### config.mk
export PLATFORM = sky130hd
export DESIGN_NAME = pdm_stereo_frontend
export DESIGN_NICKNAME = d
export VERILOG_FILES = /design/src/rtl/pdm_fe_pkg.sv /design/src/rtl/pdm_clk_gen.sv /design/src/rtl/pdm_cic.sv /design/src/rtl/pdm_stereo_frontend.sv
export SDC_FILE = /design/constraint.sdc
export NUM_CORES = 1
export LEC_CHECK = 0
export BUFFER_PORTS_ARGS = -buffer_cell sky130_fd_sc_hd__buf_4
export CAP_MARGIN = 10
export CORE_MARGIN = 5
export CORE_UTILIZATION = 40
export DETAILED_ROUTE_END_ITERATION = 7
export SYNTH_ARGS = -nofsm -noshare
export SYNTH_HDL_FRONTEND = slang
export SYNTH_HIERARCHICAL = 1
export SYNTH_SLANG_ARGS = --single-unit
### constraint.sdc
create_clock -name clk -period 10.4 [get_ports clk]
set_clock_uncertainty 0.05 [all_clocks]
set_input_delay 0.52 -clock clk [delete_from_list [all_inputs] [get_ports clk]]
set_output_delay 0.52 -clock clk [all_outputs]
set_load 0.005 [all_outputs]
### src/rtl/pdm_fe_pkg.sv
package pdm_fe_pkg;
  localparam int OSR_DEF    = 64;
  localparam int STAGES_DEF = 3;
  localparam int PCM_W_DEF  = 24;

  // capture strobes for the two halves of one microphone clock period
  typedef struct packed {
    logic hi;
    logic lo;
  } phase_stb_t;
endpackage

### src/rtl/pdm_clk_gen.sv
module pdm_clk_gen
  import pdm_fe_pkg::*;
#(
  parameter int CLK_DIV = 4,
  parameter int OSR     = OSR_DEF
) (
  input  logic       clk,
  input  logic       rst_n,
  input  logic       clk_en,
  output logic       mic_clk,
  output phase_stb_t stb,
  output logic       frame_end
);
  localparam int PH_W = (CLK_DIV > 2) ? $clog2(CLK_DIV) : 1;
  localparam int BC_W = $clog2(OSR);
  localparam logic [PH_W-1:0] PH_LAST = PH_W'(CLK_DIV - 1);
  localparam logic [PH_W-1:0] PH_HALF = PH_W'(CLK_DIV / 2);
  localparam logic [PH_W-1:0] PH_HI_END = PH_W'(CLK_DIV / 2 - 1);
  localparam logic [BC_W-1:0] BC_LAST = BC_W'(OSR - 1);

  logic [PH_W-1:0] ph_q, ph_n;
  logic [BC_W-1:0] bc_q, bc_n;
  logic            clk_q, clk_n;
  logic            run_q;
  logic            run;

  // strobes and frame marker
  always_comb begin
    run       = clk_en && run_q;
    stb.hi    = run && (ph_q == PH_HI_END);
    stb.lo    = run && (ph_q == PH_LAST);
    frame_end = stb.lo && (bc_q == BC_LAST);
  end

  // next state
  always_comb begin
    if (!clk_en) begin
      ph_n = PH_LAST;
    end else if (ph_q == PH_LAST) begin
      ph_n = '0;
    end else begin
      ph_n = ph_q + 1'b1;
    end
    clk_n = clk_en && (ph_n < PH_HALF);
    if (!clk_en) begin
      bc_n = '0;
    end else if (stb.lo) begin
      bc_n = (bc_q == BC_LAST) ? '0 : bc_q + 1'b1;
    end else begin
      bc_n = bc_q;
    end
  end

  always_ff @(posedge clk or negedge rst_n) begin
    if (!rst_n) begin
      ph_q  <= PH_LAST;
      bc_q  <= '0;
      clk_q <= 1'b0;
      run_q <= 1'b0;
    end else begin
      ph_q  <= ph_n;
      bc_q  <= bc_n;
      clk_q <= clk_n;
      run_q <= clk_en;
    end
  end

  assign mic_clk = clk_q;

  assert_clk_idle_R1: assert property (@(posedge clk) disable iff (!rst_n)
    !clk_en |=> !mic_clk);
  assert_hi_capture_R3: assert property (@(posedge clk) disable iff (!rst_n)
    stb.hi |-> mic_clk);
  assert_lo_capture_R3: assert property (@(posedge clk) disable iff (!rst_n)
    stb.lo |-> !mic_clk);
endmodule

### src/rtl/pdm_cic.sv
module pdm_cic
  import pdm_fe_pkg::*;
#(
  parameter int OSR    = OSR_DEF,
  parameter int STAGES = STAGES_DEF,
  parameter int PCM_W  = PCM_W_DEF
) (
  input  logic             clk,
  input  logic             rst_n,
  input  logic             clr,
  input  logic             bit_stb,
  input  logic             bit_in,
  input  logic             dump,
  output logic [PCM_W-1:0] pcm
);
  localparam int ACC_W = 1 + STAGES * $clog2(OSR);
  localparam int SHIFT = PCM_W - ACC_W;
  localparam logic [PCM_W-1:0] POS_MAX = {1'b0, {(PCM_W-1){1'b1}}};
  localparam logic [PCM_W-1:0] SIGN_BIT = {1'b1, {(PCM_W-1){1'b0}}};

  logic [ACC_W-1:0] integ_q [STAGES];
  logic [ACC_W-1:0] integ_n [STAGES];
  logic [ACC_W-1:0] dly_q   [STAGES];
  logic [ACC_W-1:0] dly_n   [STAGES];
  logic [ACC_W-1:0] comb    [STAGES];
  logic [PCM_W-1:0] pcm_q, pcm_n, scaled;

  // only the full-scale sum reaches the accumulator MSB
  always_comb begin
    comb[0] = integ_q[STAGES-1] - dly_q[0];
    for (int i = 1; i < STAGES; i++) begin
      comb[i] = comb[i-1] - dly_q[i];
    end
    scaled = {comb[STAGES-1], {SHIFT{1'b0}}};
  end

  always_comb begin
    for (int i = 0; i < STAGES; i++) begin
      integ_n[i] = integ_q[i];
      dly_n[i]   = dly_q[i];
    end
    pcm_n = pcm_q;
    if (bit_stb) begin
      integ_n[0] = integ_q[0] + ACC_W'(bit_in);
      for (int i = 1; i < STAGES; i++) begin
        integ_n[i] = integ_q[i] + integ_q[i-1];
      end
    end
    if (dump) begin
      dly_n[0] = integ_q[STAGES-1];
      for (int i = 1; i < STAGES; i++) begin
        dly_n[i] = comb[i-1];
      end
      pcm_n = comb[STAGES-1][ACC_W-1] ? POS_MAX : (scaled ^ SIGN_BIT);
    end
    if (clr) begin
      for (int i = 0; i < STAGES; i++) begin
        integ_n[i] = '0;
        dly_n[i]   = '0;
      end
      pcm_n = '0;
    end
  end

  always_ff @(posedge clk or negedge rst_n) begin
    if (!rst_n) begin
      for (int i = 0; i < STAGES; i++) begin
        integ_q[i] <= '0;
        dly_q[i]   <= '0;
      end
      pcm_q <= '0;
    end else begin
      for (int i = 0; i < STAGES; i++) begin
        integ_q[i] <= integ_n[i];
        dly_q[i]   <= dly_n[i];
      end
      pcm_q <= pcm_n;
    end
  end

  assign pcm = pcm_q;
endmodule

### src/rtl/pdm_stereo_frontend.sv
module pdm_stereo_frontend
  import pdm_fe_pkg::*;
#(
  parameter int CLK_DIV = 4,
  parameter int OSR     = OSR_DEF,
  parameter int STAGES  = STAGES_DEF,
  parameter int PCM_W   = PCM_W_DEF
) (
  input  logic             clk,
  input  logic             rst_n,
  input  logic             mic_clk_en,
  input  logic             left_on_high,
  input  logic             mic_data,
  output logic             mic_clk,
  output logic [PCM_W-1:0] pcm_left,
  output logic [PCM_W-1:0] pcm_right,
  output logic             pcm_valid
);
  localparam int NCH = 2;

  logic [1:0]       rst_sync_q;
  logic             rst_i_n;
  phase_stb_t       stb;
  logic             frame_end;
  logic             pol_q, pol_n;
  logic             dump_q, dump_n;
  logic             valid_q, valid_n;
  logic [NCH-1:0]   ch_stb;
  logic [PCM_W-1:0] ch_pcm [NCH];

  // asynchronous assertion, synchronous release
  always_ff @(posedge clk or negedge rst_n) begin
    if (!rst_n) begin
      rst_sync_q <= 2'b00;
    end else begin
      rst_sync_q <= {rst_sync_q[0], 1'b1};
    end
  end
  assign rst_i_n = rst_sync_q[1];

  pdm_clk_gen #(.CLK_DIV(CLK_DIV), .OSR(OSR)) u_clk_gen (
    .clk       (clk),
    .rst_n     (rst_i_n),
    .clk_en    (mic_clk_en),
    .mic_clk   (mic_clk),
    .stb       (stb),
    .frame_end (frame_end)
  );

  // channel 0 = left, channel 1 = right
  always_comb begin
    ch_stb[0] = pol_q ? stb.hi : stb.lo;
    ch_stb[1] = pol_q ? stb.lo : stb.hi;
    pol_n     = (!mic_clk_en || frame_end) ? left_on_high : pol_q;
    dump_n    = mic_clk_en && frame_end;
    valid_n   = mic_clk_en && dump_q;
  end

  always_ff @(posedge clk or negedge rst_i_n) begin
    if (!rst_i_n) begin
      pol_q   <= 1'b0;
      dump_q  <= 1'b0;
      valid_q <= 1'b0;
    end else begin
      pol_q   <= pol_n;
      dump_q  <= dump_n;
      valid_q <= valid_n;
    end
  end

  for (genvar g = 0; g < NCH; g++) begin : g_chan
    pdm_cic #(.OSR(OSR), .STAGES(STAGES), .PCM_W(PCM_W)) u_cic (
      .clk     (clk),
      .rst_n   (rst_i_n),
      .clr     (!mic_clk_en),
      .bit_stb (ch_stb[g]),
      .bit_in  (mic_data),
      .dump    (dump_q && mic_clk_en),
      .pcm     (ch_pcm[g])
    );
  end

  assign pcm_left  = ch_pcm[0];
  assign pcm_right = ch_pcm[1];
  assign pcm_valid = valid_q;

  assert_single_pulse_R6: assert property (@(posedge clk) disable iff (!rst_i_n)
    pcm_valid |=> !pcm_valid);
  assert_quiet_when_off_R9: assert property (@(posedge clk) disable iff (!rst_i_n)
    !mic_clk_en |=> !pcm_valid);
  assert_pol_frame_hold_R5: assert property (@(posedge clk) disable iff (!rst_i_n)
    (mic_clk_en && !frame_end) |=> $stable(pol_q));
  assert_one_capture_R3: assert property (@(posedge clk) disable iff (!rst_i_n)
    $onehot0(ch_stb));
endmodule

[Word-level counts from Yosys, hierarchy flattened]
Index checks and enable logic that the tools add are counted.
Cells by class
  equal/unequal tests: 7
  add/sub/neg operators: 14
  reduce and logical (&&, ||, !) cells: 9
  bitwise operators: 2
  mux-type cells: 21
  order comparisons: 1
Operators with widths (count)
  57-bit two-way mux: 8
  24-bit two-way mux: 6
  19-bit subtractor: 6
  19-bit adder: 4
  19-bit by 1-bit adder with 19-bit output: 2
  6-bit two-way mux: 3
  2-bit by 1-bit inequality test with 1-bit output (second input constant): 4
  1-bit logical AND: 7
  6-bit by 1-bit adder with 6-bit output (second input constant): 1
  6-bit equality test (second input constant): 1
  2-bit two-way mux: 2
  2-bit by 1-bit adder with 2-bit output (second input constant): 1
  2-bit by 1-bit equality test with 1-bit output (second input constant): 1
  2-bit equality test (second input constant): 1
  2-bit < comparator (second input constant): 1
  1-bit two-way mux: 2
  1-bit NOT: 2
  1-bit zero test: 1
  1-bit logical OR: 1
Storage, ports and cells
  logic and storage cells: 76
  register bits after elaboration: 291
  input port bits: 5
  output and inout bits: 50

[Depth between registers and ports, before layout]
Gate-level depths: netlist of run 1.
  word-level depth: 7
  mapped depth: 29
  depth with buffers taken out: 28

[Modules after synthesis]
The synthesis of run 1 kept the hierarchy.
By module, submodules not included
  pdm_cic at g_chan[1].u_cic: cells an instance 1112, seq. area each 3353.2 um^2, area each 10003.3 um^2, times used 1
  pdm_cic at g_chan[0].u_cic: cells an instance 1077, seq. area each 3353.2 um^2, area each 9686.8 um^2, times used 1
  pdm_clk_gen: cells an instance 49, seq. area each 252.7 um^2, area each 506.7 um^2, times used 1
  pdm_stereo_frontend: cells an instance 13, seq. area each 125.1 um^2, area each 190.2 um^2, times used 1

[Least setup slack after synthesis of run 1]
Ideal clock, no wire load.
  kind: reg-to-reg
  start: reg g_chan[1].u_cic/integ_q[1] (netlist bit)
  end: reg g_chan[1].u_cic.pcm_q[19]
  arrival: 5308 ps
  cell stages (with the launch flop): 26
  path buffers: 1
  setup time: 155 ps
  slack: 4887 ps
  clock period less this slack: 5513 ps
  required time: 10195 ps
  cell sequence: dfrtp_1 ha_1 nor2b_1 o21a_1 o21a_1 o21ai_0 a21boi_0 o21ai_0 nor3b_1 nor2_1 ha_1 or3_1 and4_4 a221oi_2 or2b_1 a21oi_1 xnor2_1 ha_1 nand3_1 or2_2 nand4b_1 a211o_1 o2111ai_2 xnor2_4 buf_6 a311oi_2
Between the ends
  cells in the longest elaborated chain, start to end: 6
RTL lines
  start, declared: RTL line pdm_cic.sv:21  | logic [ACC_W-1:0] integ_q [STAGES];
  start signal, assigned by index: RTL line pdm_cic.sv:74  | integ_q[i] <= integ_n[i];
  19-bit subtractor: RTL line pdm_cic.sv:30  | comb[0] = integ_q[STAGES-1] - dly_q[0];
  19-bit subtractor (2 in series): RTL line pdm_cic.sv:32  | comb[i] = comb[i-1] - dly_q[i];
  24-bit two-way mux: RTL line pdm_cic.sv:54  | pcm_n = comb[STAGES-1][ACC_W-1] ? POS_MAX : (scaled ^ SIGN_BIT);
  24-bit two-way mux: RTL line pdm_cic.sv:49  | if (dump) begin
  24-bit two-way mux: RTL line pdm_cic.sv:56  | if (clr) begin
  end signal, assigned: RTL line pdm_cic.sv:77  | pcm_q <= pcm_n;
  end, declared: RTL line pdm_cic.sv:26  | logic [PCM_W-1:0] pcm_q, pcm_n, scaled;
Every way passes these cells. The select of a mux whose other input is x is not followed.
A chain may end at the register's enable or synchronous reset.

[Worst setup path after layout of run 1]
  start: reg g_chan[0].u_cic/integ_q[0] (netlist bit)
  end: reg g_chan[0].u_cic.pcm_q[16]
Between the ends
  cells in the longest elaborated chain, start to end: 6
RTL lines (RTL line)
  start, declared: pdm_cic.sv:21
  start signal, assigned by index: pdm_cic.sv:74
  19-bit subtractor: pdm_cic.sv:30
  19-bit subtractor (2 in series): pdm_cic.sv:32
  24-bit two-way mux: pdm_cic.sv:54
  24-bit two-way mux: pdm_cic.sv:49
  24-bit two-way mux: pdm_cic.sv:56
  end signal, assigned: pdm_cic.sv:77
  end, declared: pdm_cic.sv:26
Every way passes these cells. The select of a mux whose other input is x is not followed.

==> impl_metrics.json, run 1 <==
{
  "crit_type": "reg -> reg",
  "final_hold_viol_count": 0,
  "clock_tree.buffer_depth": 3,
  "pin_count": 55,
  "crit_path_end_kind": "register",
  "layout.nets": 2464,
  "core_area_um2": 50300,
  "final_area_um2": 22600,
  "finalWeightedCongestion": 0.834,
  "timing.slew.headroom": 0.329,
  "peakVddDrop_uv": 117,
  "worst_path_most_repeated_cell": "sky130_fd_sc_hd__a21oi_1",
  "initial_core_util": 0.406,
  "grt_util_all_layers": 0.147,
  "slew_viol_final": 0,
  "placement.io_buffers": 54,
  "synth_ff_type": "sky130_fd_sc_hd__dfrtp_1",
  "postPlaceCellArea_um2": 21400,
  "die-area_um2": 55600,
  "layout-drive-gt1-share": 0.0791,
  "cts-root-buf": "sky130_fd_sc_hd__clkbuf_16",
  "clock_tree_from_tritoncts": "done",
  "total_wire_length_after_detailed_routing_mm": 42.0,
  "cts.reportedPaths.clkPinSlew_ns": 0.06,
  "ys_seq_elements": 283,
  "synthDistinctLibCells": 89,
  "asyncSetResetFlopFracSynth": 1.00,
  "areaGrowthSynthToFinish_pct": 10.9,
  "setup_viol_count_final": 0,
  "fillers": 4734,
  "post_synth.cell_area_avg_um2": 9.06,
  "die-width_um": 236,
  "run_status": "complete, no violations",
  "edff_count_synth": 0,
  "final-seq-area_um2": 7090,
  "yosys_warnings": 6,
  "initialDrtViolationCount": 651,
  "globalRouteOverflowTotal": 0,
  "critical_path.max_stage_delay_ns": 0.72,
  "avgRoutedWirePerCell_um": 14.2,
  "timing.final.crit_share": 0.606,
  "dr_total_vias": 15500,
  "drtPass1Iterations": 5,
  "synthesis.nets": 2453,
  "post-layout-total-power_mw": 3.39,
  "global_route_wire_length_before_repair_mm": 71.5,
  "synthesis.area_um2": 20400,
  "largest_net_degree_at_the_start_of_global_routing": 153,
  "post-route-min-period_ns": 6.30,
  "critical_path_peak_fanout": 20,
  "pwr_density_nw_per_um2": 150,
  "cp_slowest_cell": "sky130_fd_sc_hd__xnor3_1",
  "postSynthCellCount": 2251,
  "cts_inserted_buffers": 34,
  "antenna_found_initial": 1,
  "power.leakage_nw": 10.1,
  "clock_sinks": 283,
  "grt_setup_unrepaired": "no",
  "cp-start-kind": "register",
  "postCtsSetupRepairBufs": 0,
  "worst_pin_slew_ns": 1.01,
  "critPathArrivalTime_ns": 6.68,
  "holdCritPathClass": "in -> reg",
  "worst_ep_required_time_ns": 10.78,
  "max_freq_mhz": 159,
  "footprint_of_the_multi_input_gates_um2": 12300,
  "die_h_um": 236,
  "grt_pass1_vias": 15100,
  "drc": 0,
  "sum_of_negative_setup_slack_ns": 0,
  "antenna_left": 0,
  "synth_sequential_area_ratio": 0.347,
  "htreeDepth": 2,
  "placement_rows": 82,
  "worst-path-buf-inv": 2,
  "detailedPlacementHpwl_mm": 29.5,
  "cp_top_family": "compound AO/OA/AOI/OAI gates",
  "drt-vias-per-instance": 5.25,
  "clkLatencyLatePin_ns": 0.52,
  "timing.max_cap.violations": 0
}
cells by family after synthesis:
family                     share of synthesized area
adders and majority gates                      0.125
AOI/OAI and AO/OA                              0.174
buffers and inverters                         0.0494
other                                       0.000184
xor gates and xnor gates                      0.0800
and+or+nand+nor                                0.155
muxes                                         0.0692
DFF                                            0.347
placed cells by master, fill, tap and decap left out, drive strengths merged, types with 51 or more instances in the layout:
cell type and n:
nor2 328, ha 187, clkbuf 51, a21oi 143
buf 62, a21o 62, nand2 98, dfrtp 281
xor2 66, o21ai 75, xnor2 112, mux2i 136
inv 165
power breakdown:
part	leakage [nW]	internal, mW	total, mW	switching (mW)
Sequential	3.94	1.11	1.12	0.00892
Combinational	5.57	0.384	0.963	0.580
Clock	0.607	0.851	1.31	0.461
Total	10.1	2.34	3.39	1.05
state kept, by name (all words and copies together) (netlist names), 2 cells and up:
| register | count |
|---|---|
| g_chan.u_cic/dly_q | 114 |
| g_chan.u_cic/integ_q | 114 |
| g_chan.u_cic/pcm | 40 |
| u_clk_gen/bc_q | 6 |
| rst_sync_q | 2 |
| u_clk_gen/ph_q | 2 |
layout make-up:
type,count,area share
flip-flops and latches,283,0.313
repair buffers,63,0.0221
clock inverters,11,0.0103
diodes,1,0.000111
inverters,167,0.0280
clock buffers,51,0.0450
multi-input cells,1713,0.544
well taps,672,0.0372
cell usage after synthesis (10+ instances only):
library cell,n,share of area
sky130_fd_sc_hd__nand4_1,19,0.0058
sky130_fd_sc_hd__a21oi_1,140,0.034
sky130_fd_sc_hd__a311oi_1,10,0.0043
sky130_fd_sc_hd__clkbuf_1,56,0.010
sky130_fd_sc_hd__dfrtp_1,281,0.34
sky130_fd_sc_hd__buf_1,18,0.0033
sky130_fd_sc_hd__nor2_1,328,0.060
sky130_fd_sc_hd__o211ai_1,13,0.0048
sky130_fd_sc_hd__a211oi_1,30,0.011
sky130_fd_sc_hd__nand2_1,98,0.018
sky130_fd_sc_hd__or3_1,18,0.0055
sky130_fd_sc_hd__fa_1,10,0.0098
sky130_fd_sc_hd__and2_1,13,0.0040
sky130_fd_sc_hd__a21o_1,62,0.023
sky130_fd_sc_hd__xor2_1,66,0.028
sky130_fd_sc_hd__o21bai_1,28,0.010
sky130_fd_sc_hd__o22ai_1,16,0.0049
sky130_fd_sc_hd__and3_1,26,0.0080
sky130_fd_sc_hd__or2_2,10,0.0031
sky130_fd_sc_hd__nand2b_1,13,0.0040
sky130_fd_sc_hd__mux2i_1,136,0.067
sky130_fd_sc_hd__nor3_1,45,0.011
sky130_fd_sc_hd__o21a_1,25,0.0092
sky130_fd_sc_hd__xnor2_1,110,0.047
sky130_fd_sc_hd__ha_1,187,0.11
sky130_fd_sc_hd__o21ai_0,71,0.017
sky130_fd_sc_hd__inv_1,165,0.030
sky130_fd_sc_hd__nor2b_1,15,0.0046
sky130_fd_sc_hd__a31oi_1,19,0.0058
sky130_fd_sc_hd__nand3_1,48,0.012
layer usage:
metal  vias up  global-route usage  share of wire
met2       206               0.248           0.46
met5         -                   0        0.00031
met4         2              0.0382          0.021
met1      7295               0.197           0.49
met3        64              0.0248          0.032
li1       7971                   -              -
path summary, 6_finish.rpt:
kind	start	endpoint	slack (ns)	cells past startpoint
worst max-delay path	g_chan[0].u_cic/integ_q[0]	g_chan[0].u_cic/pcm[16]	4.10	28
worst min-delay path	left_on_high	pol_q	0.19	2
worst max register to register	g_chan[0].u_cic/integ_q[0]	g_chan[0].u_cic/pcm[16]	4.10	28
worst min register to register	rst_sync_q[0]	rst_sync_q[1]	0.30	0
max in group asynchronous	rst_sync_q[1]	g_chan[0].u_cic/pcm[7]	8.40	1
min in group asynchronous	rst_n	rst_sync_q[1]	0.28	2
metrics by stage:
step / utilization / instances / setup WS (ns) / hold WS, ns
floorplan: - / 2251 / 1.88 / 0.174
global placement: 0.425 / 2897 / 4.28 / 0.262
detailed placement: 0.425 / 2897 / 4.08 / 0.263
CTS: 0.450 / 2960 / 4.07 / 0.157
global route: 0.450 / 2960 / 3.48 / 0.164
finish: 0.450 / 2961 / 4.10 / 0.188
what timing repair did:
item	CTS	global route
hold buffers	1	0
hold endpoints to repair	2	0
gates resized for setup	0	0
No activity file was read; power rests on OpenSTA's default activity.
==> run 2, diff against run 1 <==
==> constraint.sdc (replaced) <==
create_clock -name clk -period 5.4 [get_ports clk]
set_clock_uncertainty 0.05 [all_clocks]
set_input_delay 0.27 -clock clk [delete_from_list [all_inputs] [get_ports clk]]
set_output_delay 0.27 -clock clk [all_outputs]
set_load 0.005 [all_outputs]
==> impl_metrics.json, run 2 (synthesis results as in run 1) <==
{
  "pin_count": 55,
  "timing.final.crit_share": 1.01,
  "power.clock.fraction": 0.319,
  "violations": "negative setup slack",
  "dpl.cell_count": 2970,
  "slew_viol_final": 0,
  "detailedPlacementHpwl_mm": 30.3,
  "core_area_um2": 50300,
  "finalWorstSetupSlack_ns": -0.0596,
  "crit_path_end_kind": "register",
  "grt_setup_unrepaired": "yes",
  "placement.io_buffers": 54,
  "power.leakage_nw": 10.8,
  "cp-start-kind": "register",
  "grt_pass1_vias": 15700,
  "reg_to_reg_start": "g_chan[1].u_cic/integ_q[0]",
  "final_cells": 3062,
  "globalRoute.busiestLayer": "met2",
  "initialDrtViolationCount": 635,
  "layout-drive-gt1-share": 0.157,
  "die_h_um": 236,
  "antenna_cells_inserted": 0,
  "swShare": 0.325,
  "total_wire_length_after_detailed_routing_mm": 44.1,
  "largest_net_degree_at_the_start_of_global_routing": 144,
  "setup_slack_placement_ns": -0.430,
  "placement_rows": 82,
  "clock_tree_from_tritoncts": "done",
  "power.internal_mw": 4.92,
  "post-route-min-period_ns": 5.46,
  "critical_path_peak_fanout": 9,
  "globalRouteMet2Util": 0.261,
  "die-area_um2": 55600,
  "worstSetupStartpoint": "g_chan[1].u_cic/integ_q[0]",
  "avgRoutedWirePerCell_um": 14.4,
  "share_seq_of_total_power": 0.295,
  "clock_sinks": 283,
  "pwr_density_nw_per_um2": 304,
  "critPathArrivalTime_ns": 5.77,
  "mostFrequentLayoutCells": "sky130_fd_sc_hd__nor2_1 (319), sky130_fd_sc_hd__dfrtp_1 (279), sky130_fd_sc_hd__ha_1 (178)",
  "timing.slew.headroom": 0.401,
  "gr-usage-met1": 0.201,
  "commonest_non_fill_non_tap_cell_in_the_layout": "sky130_fd_sc_hd__nor2_1",
  "cts-root-buf": "sky130_fd_sc_hd__clkbuf_16",
  "antenna_found_initial": 0,
  "globalRouteOverflowTotal": 0,
  "antenna_left": 0,
  "timing.max_cap.violations": 0,
  "worst_ep_required_time_ns": 5.71,
  "drt-vias-per-instance": 5.23,
  "drtPass1Iterations": 5,
  "net-switching-power_mw": 2.37,
  "clock_tree.buffer_depth": 3,
  "grtUsageMet3": 0.0241,
  "cts.reportedPaths.clkPinSlew_ns": 0.06,
  "final_hold_viol_count": 0,
  "cts_inserted_buffers": 34,
  "holdCritPathClass": "in -> reg",
  "p_comb_frac": 0.387,
  "max_freq_mhz": 183,
  "cp-endpoint": "g_chan[1].u_cic/pcm[18]",
  "initial_core_util": 0.406,
  "setup.reg_to_reg.worst_slack_ns": -0.06,
  "peakVddDrop_uv": 215,
  "finalWeightedCongestion": 0.823,
  "drc": 0,
  "global_route_wire_length_before_repair_mm": 74.3,
  "rr_worst_depth": 25,
  "worstReg2RegEnd": "g_chan[1].u_cic/pcm[18]",
  "layout.nets": 2567,
  "run_status": "finished with violations",
  "setup_viol_count_final": 17,
  "areaGrowthSynthToFinish_pct": 17.5,
  "dr_total_vias": 16000,
  "worst_pin_slew_ns": 0.897,
  "clkLatencyLatePin_ns": 0.53,
  "crit_type": "reg -> reg",
  "grt_util_all_layers": 0.152,
  "die-width_um": 236,
  "utilization_of_the_core_after_routing": 0.477,
  "htreeDepth": 2
}
[run 2: area by class of cell]
type | count | area, um2
fillers | 4695 | 26300
multi-input cells | 1713 | 12800
flip-flops and latches | 283 | 7090
repair buffers | 166 | 1390
clock buffers | 50 | 1070
well taps | 672 | 841
inverters | 167 | 634
clock inverters | 11 | 82.6
[run 2: how the worst min path moves through the flow]
stage / startpoint / to / slack (ns) / cells past startpoint
2_1_floorplan: rst_n / rst_sync_q[0] / -0.08 / 0
5_1_grt: mic_data / g_chan[0].u_cic/integ_q[38] / 0.15 / 4
3_5_place_dp: rst_n / rst_sync_q[0] / 0.01 / 1
3_3_place_gp: rst_n / rst_sync_q[0] / 0.01 / 1
4_1_cts: mic_data / g_chan[1].u_cic/integ_q[38] / 0.12 / 4
6_report: mic_data / g_chan[0].u_cic/integ_q[38] / 0.14 / 4
[run 2: critical path, cell delays in order (launching register included)]
cell,delay (ns)
sky130_fd_sc_hd__dfrtp_1,0.38
sky130_fd_sc_hd__inv_1,0.06
sky130_fd_sc_hd__ha_2,0.19
sky130_fd_sc_hd__inv_2,0.04
sky130_fd_sc_hd__fa_2,0.36
sky130_fd_sc_hd__a21oi_2,0.15
sky130_fd_sc_hd__nand4b_1,0.17
sky130_fd_sc_hd__nand2_2,0.09
sky130_fd_sc_hd__nor2_4,0.16
sky130_fd_sc_hd__xnor2_2,0.15
sky130_fd_sc_hd__ha_1,0.28
sky130_fd_sc_hd__or3_4,0.37
sky130_fd_sc_hd__and4_4,0.20
sky130_fd_sc_hd__a221oi_4,0.24
sky130_fd_sc_hd__or2b_1,0.26
sky130_fd_sc_hd__a21oi_2,0.18
sky130_fd_sc_hd__xnor2_2,0.13
sky130_fd_sc_hd__ha_4,0.31
sky130_fd_sc_hd__nand3_4,0.06
sky130_fd_sc_hd__or2_4,0.25
sky130_fd_sc_hd__nand4b_1,0.19
sky130_fd_sc_hd__a211o_1,0.32
sky130_fd_sc_hd__o2111ai_4,0.15
sky130_fd_sc_hd__xnor2_4,0.21
sky130_fd_sc_hd__clkbuf_16,0.23
sky130_fd_sc_hd__a311oi_2,0.09
[run 2: metrics by stage]
stage	instance area [um2]	power, mW	TNS, ns	hold WS [ns]
after floorplan	20400	3.76	0	-0.0756
after global placement	21900	4.22	-6.09	0.0118
after detailed placement	21900	4.26	-12.04	0.0130
after CTS	23300	6.75	0	0.116
after global routing	24000	7.70	-11.86	0.150
final	24000	7.29	-0.725	0.138
[run 2: timing repair]
item,CTS,global route
gates cloned,0,5
endpoints found under the setup margin,40,40
resized for setup,24,92
endpoints found under the hold margin,5,0
hold buffers,4,0
setup buffers,9,13
pin swaps,11,44
[run 2: power by group through the flow]
stage	Clock, mW	Combinational, mW	Sequential (mW)
5_1_grt	2.49	3.06	2.15
2_1_floorplan	0	1.55	2.21
6_report	2.32	2.82	2.15
3_5_place_dp	0	2.07	2.18
4_1_cts	2.41	2.20	2.15
3_3_place_gp	0	2.03	2.18
[run 2: per-layer routing]
layer	share of wire	vias up
li1	-	8185
met1	0.47	7559
met2	0.48	198
met3	0.032	57
met4	0.017	0
met5	0	-
